<file path="src/rtl/psym_pkg.sv">
package psym_pkg;
  localparam int PAIR_RADIX = 11;
  localparam logic [7:0] PAIR_TOP = 8'h78;
  localparam logic [7:0] ESC_CODE = 8'h7F;

  typedef enum logic [1:0] {
    K_PAIR   = 2'd0,
    K_SINGLE = 2'd1,
    K_ESC    = 2'd2,
    K_RESV   = 2'd3
  } code_kind_t;

  typedef enum logic [1:0] {
    ST_NORM  = 2'd0,
    ST_ESC   = 2'd1,
    ST_PAIR2 = 2'd2
  } dec_state_t;
endpackage

</file>
<file path="src/rtl/psym_rst_sync.sv">
module psym_rst_sync (
  input  logic clk,
  input  logic rst_n_async,
  output logic rst_n_sync
);
  logic [1:0] sync_q;

  always_ff @(posedge clk or negedge rst_n_async) begin
    if (!rst_n_async) sync_q <= 2'b00;
    else              sync_q <= {sync_q[0], 1'b1};
  end

  assign rst_n_sync = sync_q[1];
endmodule

</file>
<file path="src/rtl/psym_classify.sv">
module psym_classify
  import psym_pkg::*;
#(
  parameter int IDX_W = 7
) (
  input  logic [7:0]       code_i,
  output code_kind_t       kind_o,
  output logic [IDX_W-1:0] idx_a_o,
  output logic [IDX_W-1:0] idx_b_o
);
  logic [7:0] quo;
  logic [7:0] rem;

  always_comb begin
    quo = code_i / 8'(PAIR_RADIX);
    rem = code_i % 8'(PAIR_RADIX);
    idx_b_o = IDX_W'(rem);
    if (code_i[7]) begin
      kind_o  = K_SINGLE;
      idx_a_o = IDX_W'(code_i[6:0]);
    end else if (code_i <= PAIR_TOP) begin
      kind_o  = K_PAIR;
      idx_a_o = IDX_W'(quo);
    end else if (code_i == ESC_CODE) begin
      kind_o  = K_ESC;
      idx_a_o = '0;
    end else begin
      kind_o  = K_RESV;
      idx_a_o = '0;
    end
  end

  always_comb begin
    if (kind_o == K_PAIR) begin
      p_pair_range_r3: assert (quo < 8'(PAIR_RADIX) && rem < 8'(PAIR_RADIX));
    end
  end
endmodule

</file>
<file path="src/rtl/psym_rank_table.sv">
module psym_rank_table #(
  parameter int DEPTH = 128,
  parameter int SYM_W = 8,
  parameter int IDX_W = $clog2(DEPTH)
) (
  input  logic             clk,
  input  logic             wr_en,
  input  logic [IDX_W-1:0] wr_idx,
  input  logic [SYM_W-1:0] wr_val,
  input  logic [IDX_W-1:0] rd_idx,
  output logic [SYM_W-1:0] rd_val
);
  logic [SYM_W-1:0] mem [DEPTH];

  always_ff @(posedge clk) begin
    if (wr_en) mem[wr_idx] <= wr_val;
  end

  assign rd_val = mem[rd_idx];
endmodule

</file>
<file path="src/rtl/psym_decoder.sv">
module psym_decoder
  import psym_pkg::*;
#(
  parameter int TBL_DEPTH = 128,
  parameter int SYM_W     = 8,
  parameter int IDX_W     = $clog2(TBL_DEPTH)
) (
  input  logic             clk,
  input  logic             rst_n,
  input  logic             raw_mode,
  input  logic             tbl_we,
  input  logic [IDX_W-1:0] tbl_idx,
  input  logic [SYM_W-1:0] tbl_val,
  input  logic             in_valid,
  input  logic [7:0]       in_data,
  input  logic             in_last,
  output logic             in_ready,
  output logic             out_valid,
  output logic [SYM_W-1:0] out_data,
  input  logic             out_ready,
  output logic             busy,
  output logic             err
);
  logic             rst_i;
  dec_state_t       state_q, state_n;
  logic [IDX_W-1:0] held_q, held_n;
  logic             ov_q, ov_n;
  logic [SYM_W-1:0] od_q, od_n;
  logic             err_q, err_n;
  code_kind_t       kind;
  logic [IDX_W-1:0] idx_a, idx_b, rd_idx;
  logic [SYM_W-1:0] rd_val;
  logic             can_load, accept;

  psym_rst_sync u_rst (.clk(clk), .rst_n_async(rst_n), .rst_n_sync(rst_i));

  psym_classify #(.IDX_W(IDX_W)) u_cls (
    .code_i(in_data), .kind_o(kind), .idx_a_o(idx_a), .idx_b_o(idx_b)
  );

  psym_rank_table #(.DEPTH(TBL_DEPTH), .SYM_W(SYM_W), .IDX_W(IDX_W)) u_tbl (
    .clk(clk), .wr_en(tbl_we && !busy), .wr_idx(tbl_idx), .wr_val(tbl_val),
    .rd_idx(rd_idx), .rd_val(rd_val)
  );

  assign can_load  = !ov_q || out_ready;
  assign in_ready  = (state_q != ST_PAIR2) && can_load;
  assign accept    = in_valid && in_ready;
  assign rd_idx    = (state_q == ST_PAIR2) ? held_q : idx_a;
  assign busy      = (state_q != ST_NORM) || ov_q;
  assign out_valid = ov_q;
  assign out_data  = od_q;
  assign err       = err_q;

  always_comb begin
    state_n = state_q;
    held_n  = held_q;
    od_n    = od_q;
    err_n   = err_q;
    ov_n    = ov_q && !out_ready;
    unique case (state_q)
      ST_PAIR2: begin
        if (can_load) begin
          ov_n    = 1'b1;
          od_n    = rd_val;
          state_n = ST_NORM;
        end
      end
      ST_ESC: begin
        if (accept) begin
          ov_n    = 1'b1;
          od_n    = SYM_W'(in_data);
          state_n = ST_NORM;
        end
      end
      default: begin
        if (accept) begin
          if (raw_mode) begin
            ov_n = 1'b1;
            od_n = SYM_W'(in_data);
          end else begin
            unique case (kind)
              K_PAIR: begin
                ov_n    = 1'b1;
                od_n    = rd_val;
                held_n  = idx_b;
                state_n = ST_PAIR2;
              end
              K_SINGLE: begin
                ov_n = 1'b1;
                od_n = rd_val;
              end
              K_ESC: begin
                if (in_last) err_n   = 1'b1;
                else         state_n = ST_ESC;
              end
              default: err_n = 1'b1;
            endcase
          end
        end
      end
    endcase
  end

  always_ff @(posedge clk or negedge rst_i) begin
    if (!rst_i) begin
      state_q <= ST_NORM;
      held_q  <= '0;
      ov_q    <= 1'b0;
      od_q    <= '0;
      err_q   <= 1'b0;
    end else begin
      state_q <= state_n;
      held_q  <= held_n;
      ov_q    <= ov_n;
      od_q    <= od_n;
      err_q   <= err_n;
    end
  end

  p_hold_r8: assert property (@(posedge clk) disable iff (!rst_i)
    ov_q && !out_ready |=> ov_q && $stable(od_q));

  p_err_sticky_r5: assert property (@(posedge clk) disable iff (!rst_i)
    err_q |=> err_q);

  p_resv_err_r5: assert property (@(posedge clk) disable iff (!rst_i)
    accept && !raw_mode && state_q == ST_NORM && kind == K_RESV |=> err_q);

  p_raw_out_r7: assert property (@(posedge clk) disable iff (!rst_i)
    accept && raw_mode && state_q == ST_NORM |=> ov_q && od_q == $past(in_data));

  p_pair_second_r3: assert property (@(posedge clk) disable iff (!rst_i)
    state_q == ST_PAIR2 && can_load |=> ov_q && state_q == ST_NORM);
endmodule

</file>
<file path="config.mk">
export PLATFORM = sky130hd
export DESIGN_NAME = psym_decoder
export DESIGN_NICKNAME = d
export VERILOG_FILES = /design/src/rtl/psym_pkg.sv /design/src/rtl/psym_rst_sync.sv /design/src/rtl/psym_classify.sv /design/src/rtl/psym_rank_table.sv /design/src/rtl/psym_decoder.sv
export SDC_FILE = /design/constraint.sdc
export NUM_CORES = 1
export LEC_CHECK = 0
export BUFFER_PORTS_ARGS = -buffer_cell sky130_fd_sc_hd__buf_4
export CAP_MARGIN = 10
export CORE_UTILIZATION = 30
export DETAILED_ROUTE_END_ITERATION = 8
export PLACE_DENSITY = 0.47
export RECOVER_POWER = 100
export SYNTH_ARGS = -nofsm -noshare
export SYNTH_HDL_FRONTEND = slang
export SYNTH_SLANG_ARGS = --single-unit
export TNS_END_PERCENT = 5
</file>
<file path="constraint.sdc">
create_clock -name clk -period 1 [get_ports clk]
set_input_delay 0.05 -clock clk [delete_from_list [all_inputs] [get_ports clk]]
set_output_delay 0.05 -clock clk [all_outputs]
set_load 0.03 [all_outputs]
</file>
==> results.yml <==
worst_hold_path:
  holdPathEnd: "out_valid"
  min_from: "in_valid"
  hold_depth: 4
  holdCritPathClass: "in2reg"
cells_and_area:
  drive_gt1_share_pct: 33.61
  antenna_cells: 0
  layout_commonest_cell: "edfxtp_1"
  nFillCells: 13050
  area_delta_synth_final_pct: 34.48
  final_cell_mix: "1,024 x edfxtp_1, 551 x buf_4, 535 x nand2_1"
  register_area_mm2: 0.03128
  nNetsFinal: 3803
  multiInputGateArea_mm2: 0.01256
clock_network:
  holdBufCountCts: 16
  clk_pin_slew_worst_paths_ns: 0.06
  cts_tree: "built"
  clockBufferDepth: 3
  numCtsBuffers: 114
  clk_latency_ns: 0.71
  cts.sink_count: 1045
  cts_root_buf: "clkbuf_16"
  htreeDepth: 3
power:
  pwr-share-clk_pct: 26.9
  p_per_area_mw_per_mm2: 2670
  ir_drop_v: 0.001466
  p_leak_nw: 20.39
  pwr-share-comb_pct: 41.6
  switching_share_pct: 34.17
  intPower_mw: 101.9
  power.switching_mw: 52.90
  p_seq_share_pct: 31.5
sta:
  fin_crit_ns: 4.007
  finalCritPeriodShare_pct: 400.7
  slew_viol_final: 0
  slew_headroom_pct: 48.11
  fin_ws_ns: -3.007
  clock.fmax_mhz: 249.6
  tightest_slew_ns: 0.7775
  finalSetupTns_ns: -1106.15
  finalHoldWorstSlack_ns: -0.1182
  hold_viol_final: 15
  final-setup-viol-count: 1198
  finClkSkew_ns: 0.02979
  rsz0062_at_grt: "yes"
global_route:
  grt_antenna_before_repair: 5
  grt_overflow_total: 0
  grt_pass1_wl_um: 197700
  grt_start_max_net_pins: 66
  grt_usage_pct: 18.52
  grt_pass1_vias: 28110
route:
  drc_errors: 0
  via_per_inst: 4.943
  drtAntennaViolNets: 0
  first_pass_iters: 5
  wl_per_cell_um: 24.01
  num_vias: 28430
  drtIter0Drc: 2235
  routed_wl_um: 138100
logic_synthesis:
  synth-adder-area-share_pct: 0.1451
  async_reset_ff_share_pct: 2.010
  synth_top_family_by_area: "simple AND/OR/NAND/NOR gates"
  ys_warn_count: 0
  yosys.area.top_type: "edfxtp_1"
  synth_area_per_cell_um2: 14.27
  ys.flop_type: "edfxtp_1"
  syn_nets: 3056
  synthMuxAreaShare_pct: 8.708
  yosys-top-cells-area: "edfxtp_1 71%, mux2i_1 6.8%, nand2_1 4.8%"
  syn_inst: 3021
  ys_ff_latch: 1045
  ys_seq_area_share_pct: 72.53
  synth_xor_area_share_pct: 0.1828
  synth_compound_area_share_pct: 6.552
  synth_edf_count: 1024
  synth_simple_gate_area_share_pct: 9.460
  ys_types: 68
  syn-cell-area_mm2: 0.04312
  synth_top_area_share_pct: 71.32
worst_setup_path:
  r2r-start: "state_q[0]"
  cp_max_fo: 7
  r2r_end: "out_data[4]"
  worstSetupPathType: "in2reg"
  end_kind: "flip-flop"
  cp.required_ns: 1.58
  crit_arrival_ns: 4.59
  ff2ff_path_depth: 16
  worst_setup_path_start_kind: "primary input"
  r2r_slack_ns: -2.80
die:
  core.rowCount: 138
  floorplan.initialDensity_pct: 30.34
  fp.dieArea_mm2: 0.1452
  coreArea_mm2: 0.1421
  io_pins: 42
  die_height_um: 381.1
  die_w_um: 381.1
placement:
  post-dp-hpwl_um: 88200
  place_ws_ns: -4.109
  portBuffers: 41
  place_congestion: 0.8604
status:
  status: "finished, violations left"
  failed_checks: "hold timing, setup timing"
run:
  max_cap_violations: 0
stage by stage:
| stage | utilization [%] | power [mW] | instance area [µm²] | std cells |
|---|---|---|---|---|
| 2_1_floorplan | - | 76.95 | 43430 | 3021 |
| 3_3_place_gp | 35.83 | 103.4 | 50910 | 5411 |
| 3_5_place_dp | 35.83 | 103.3 | 50910 | 5411 |
| 4_1_cts | 39.65 | 150.6 | 56350 | 5702 |
| 5_1_grt | 40.80 | 160.8 | 57980 | 5752 |
| 6_report | 40.80 | 154.8 | 57980 | 5752 |
flip-flops by register name, summed over array words and instances, names as in the netlist:
name	count
state_q	2
err	1
out_data	8
u_rst.sync_q	2
u_tbl.mem	1024
out_valid	1
held_q	7
worst max path at each step:
| stage | startpoint | end | slack, ns | cells past startpoint |
|---|---|---|---|---|
| finish | in_data[5] | out_data[3] | -3.01 | 23 |
| global route | in_data[4] | out_data[3] | -3.09 | 23 |
| CTS | in_data[4] | out_data[4] | -2.95 | 24 |
| detailed placement | in_data[2] | out_data[4] | -4.11 | 23 |
| global placement | in_data[5] | out_data[4] | -4.15 | 22 |
| floorplan | in_data[4] | out_data[1] | -3.12 | 21 |
power groups by stage:
| stage | Sequential (mW) | Clock, mW | Combinational, mW |
|---|---|---|---|
| finish | 48.8 | 41.6 | 64.4 |
| global route | 48.8 | 44.0 | 68.0 |
| CTS | 48.8 | 42.4 | 59.4 |
| detailed placement | 49.7 | 0 | 53.6 |
| global placement | 49.7 | 0 | 53.7 |
| floorplan | 49.9 | 0 | 27.1 |
critical path, cell delays in order:
cell	delay [ns]
buf_8	0.10
and2_4	0.16
mux2i_2	0.07
o32a_1	0.35
a21bo_1	0.20
or3_4	0.33
and2_4	0.17
xnor2_4	0.13
ha_4	0.17
o221a_4	0.28
a41oi_2	0.21
o21a_4	0.25
buf_12	0.14
buf_12	0.13
buf_6	0.12
mux2_2	0.33
o211ai_1	0.16
buf_4	0.18
a41oi_1	0.12
nor4_2	0.30
buf_4	0.19
o21ai_4	0.09
o41ai_2	0.30
what timing repair did:
| item | 4_1_cts | 5_1_grt |
|---|---|---|
| endpoints found under the setup margin | 1055 | 1055 |
| setup buffers | 57 | 44 |
| resized for setup | 184 | 310 |
| hold endpoints to repair | 898 | 19 |
| cloned | 9 | 9 |
| pin swaps | 65 | 101 |
cells in the mapped netlist (all sizes together), types with 3 or more instances:
cell,instances
buf,115
nand3b,6
o21bai,3
ha,5
and3,10
a211oi,4
a31oi,11
nor4,80
o41ai,20
clkbuf,67
a21oi,181
a32oi,3
nor3,8
and2,3
dfrtp,21
a211o,8
nand2b,5
o211ai,55
o21ai,30
xnor2,7
or3,7
nor2b,17
a41oi,16
nand3,94
inv,16
edfxtp,1024
nand2,547
a31o,3
o22ai,85
mux2,71
nor2,173
mux2i,294
o31ai,4
cell type report:
type | instances | share of cell area (%)
flip-flops and latches | 1045 | 53.94
multi-input cells | 1778 | 21.67
repair buffers | 813 | 13.84
clock buffers | 143 | 5.289
well taps | 1890 | 4.078
clock inverters | 67 | 1.081
inverters | 16 | 0.1079
kinds of logic after synthesis:
kind of cell	count (synthesis)
other	1
AOI/OAI and AO/OA	442
buffers and inverters	198
xor gates and xnor gates	9
adders and majority gates	5
DFF	1045
muxes	365
and+or+nand+nor	956
per-layer routing:
layer / GRT usage [%] / up-vias / wire length (µm)
li1: - / 12980 / -
met2: 29.56 / 733 / 64840
met4: 4.797 / 4 / 3307
met3: 2.719 / 178 / 7057
met5: 0 / - / 20
met1: 26.28 / 14540 / 62850
No activity file was read; power rests on OpenSTA's default activity.
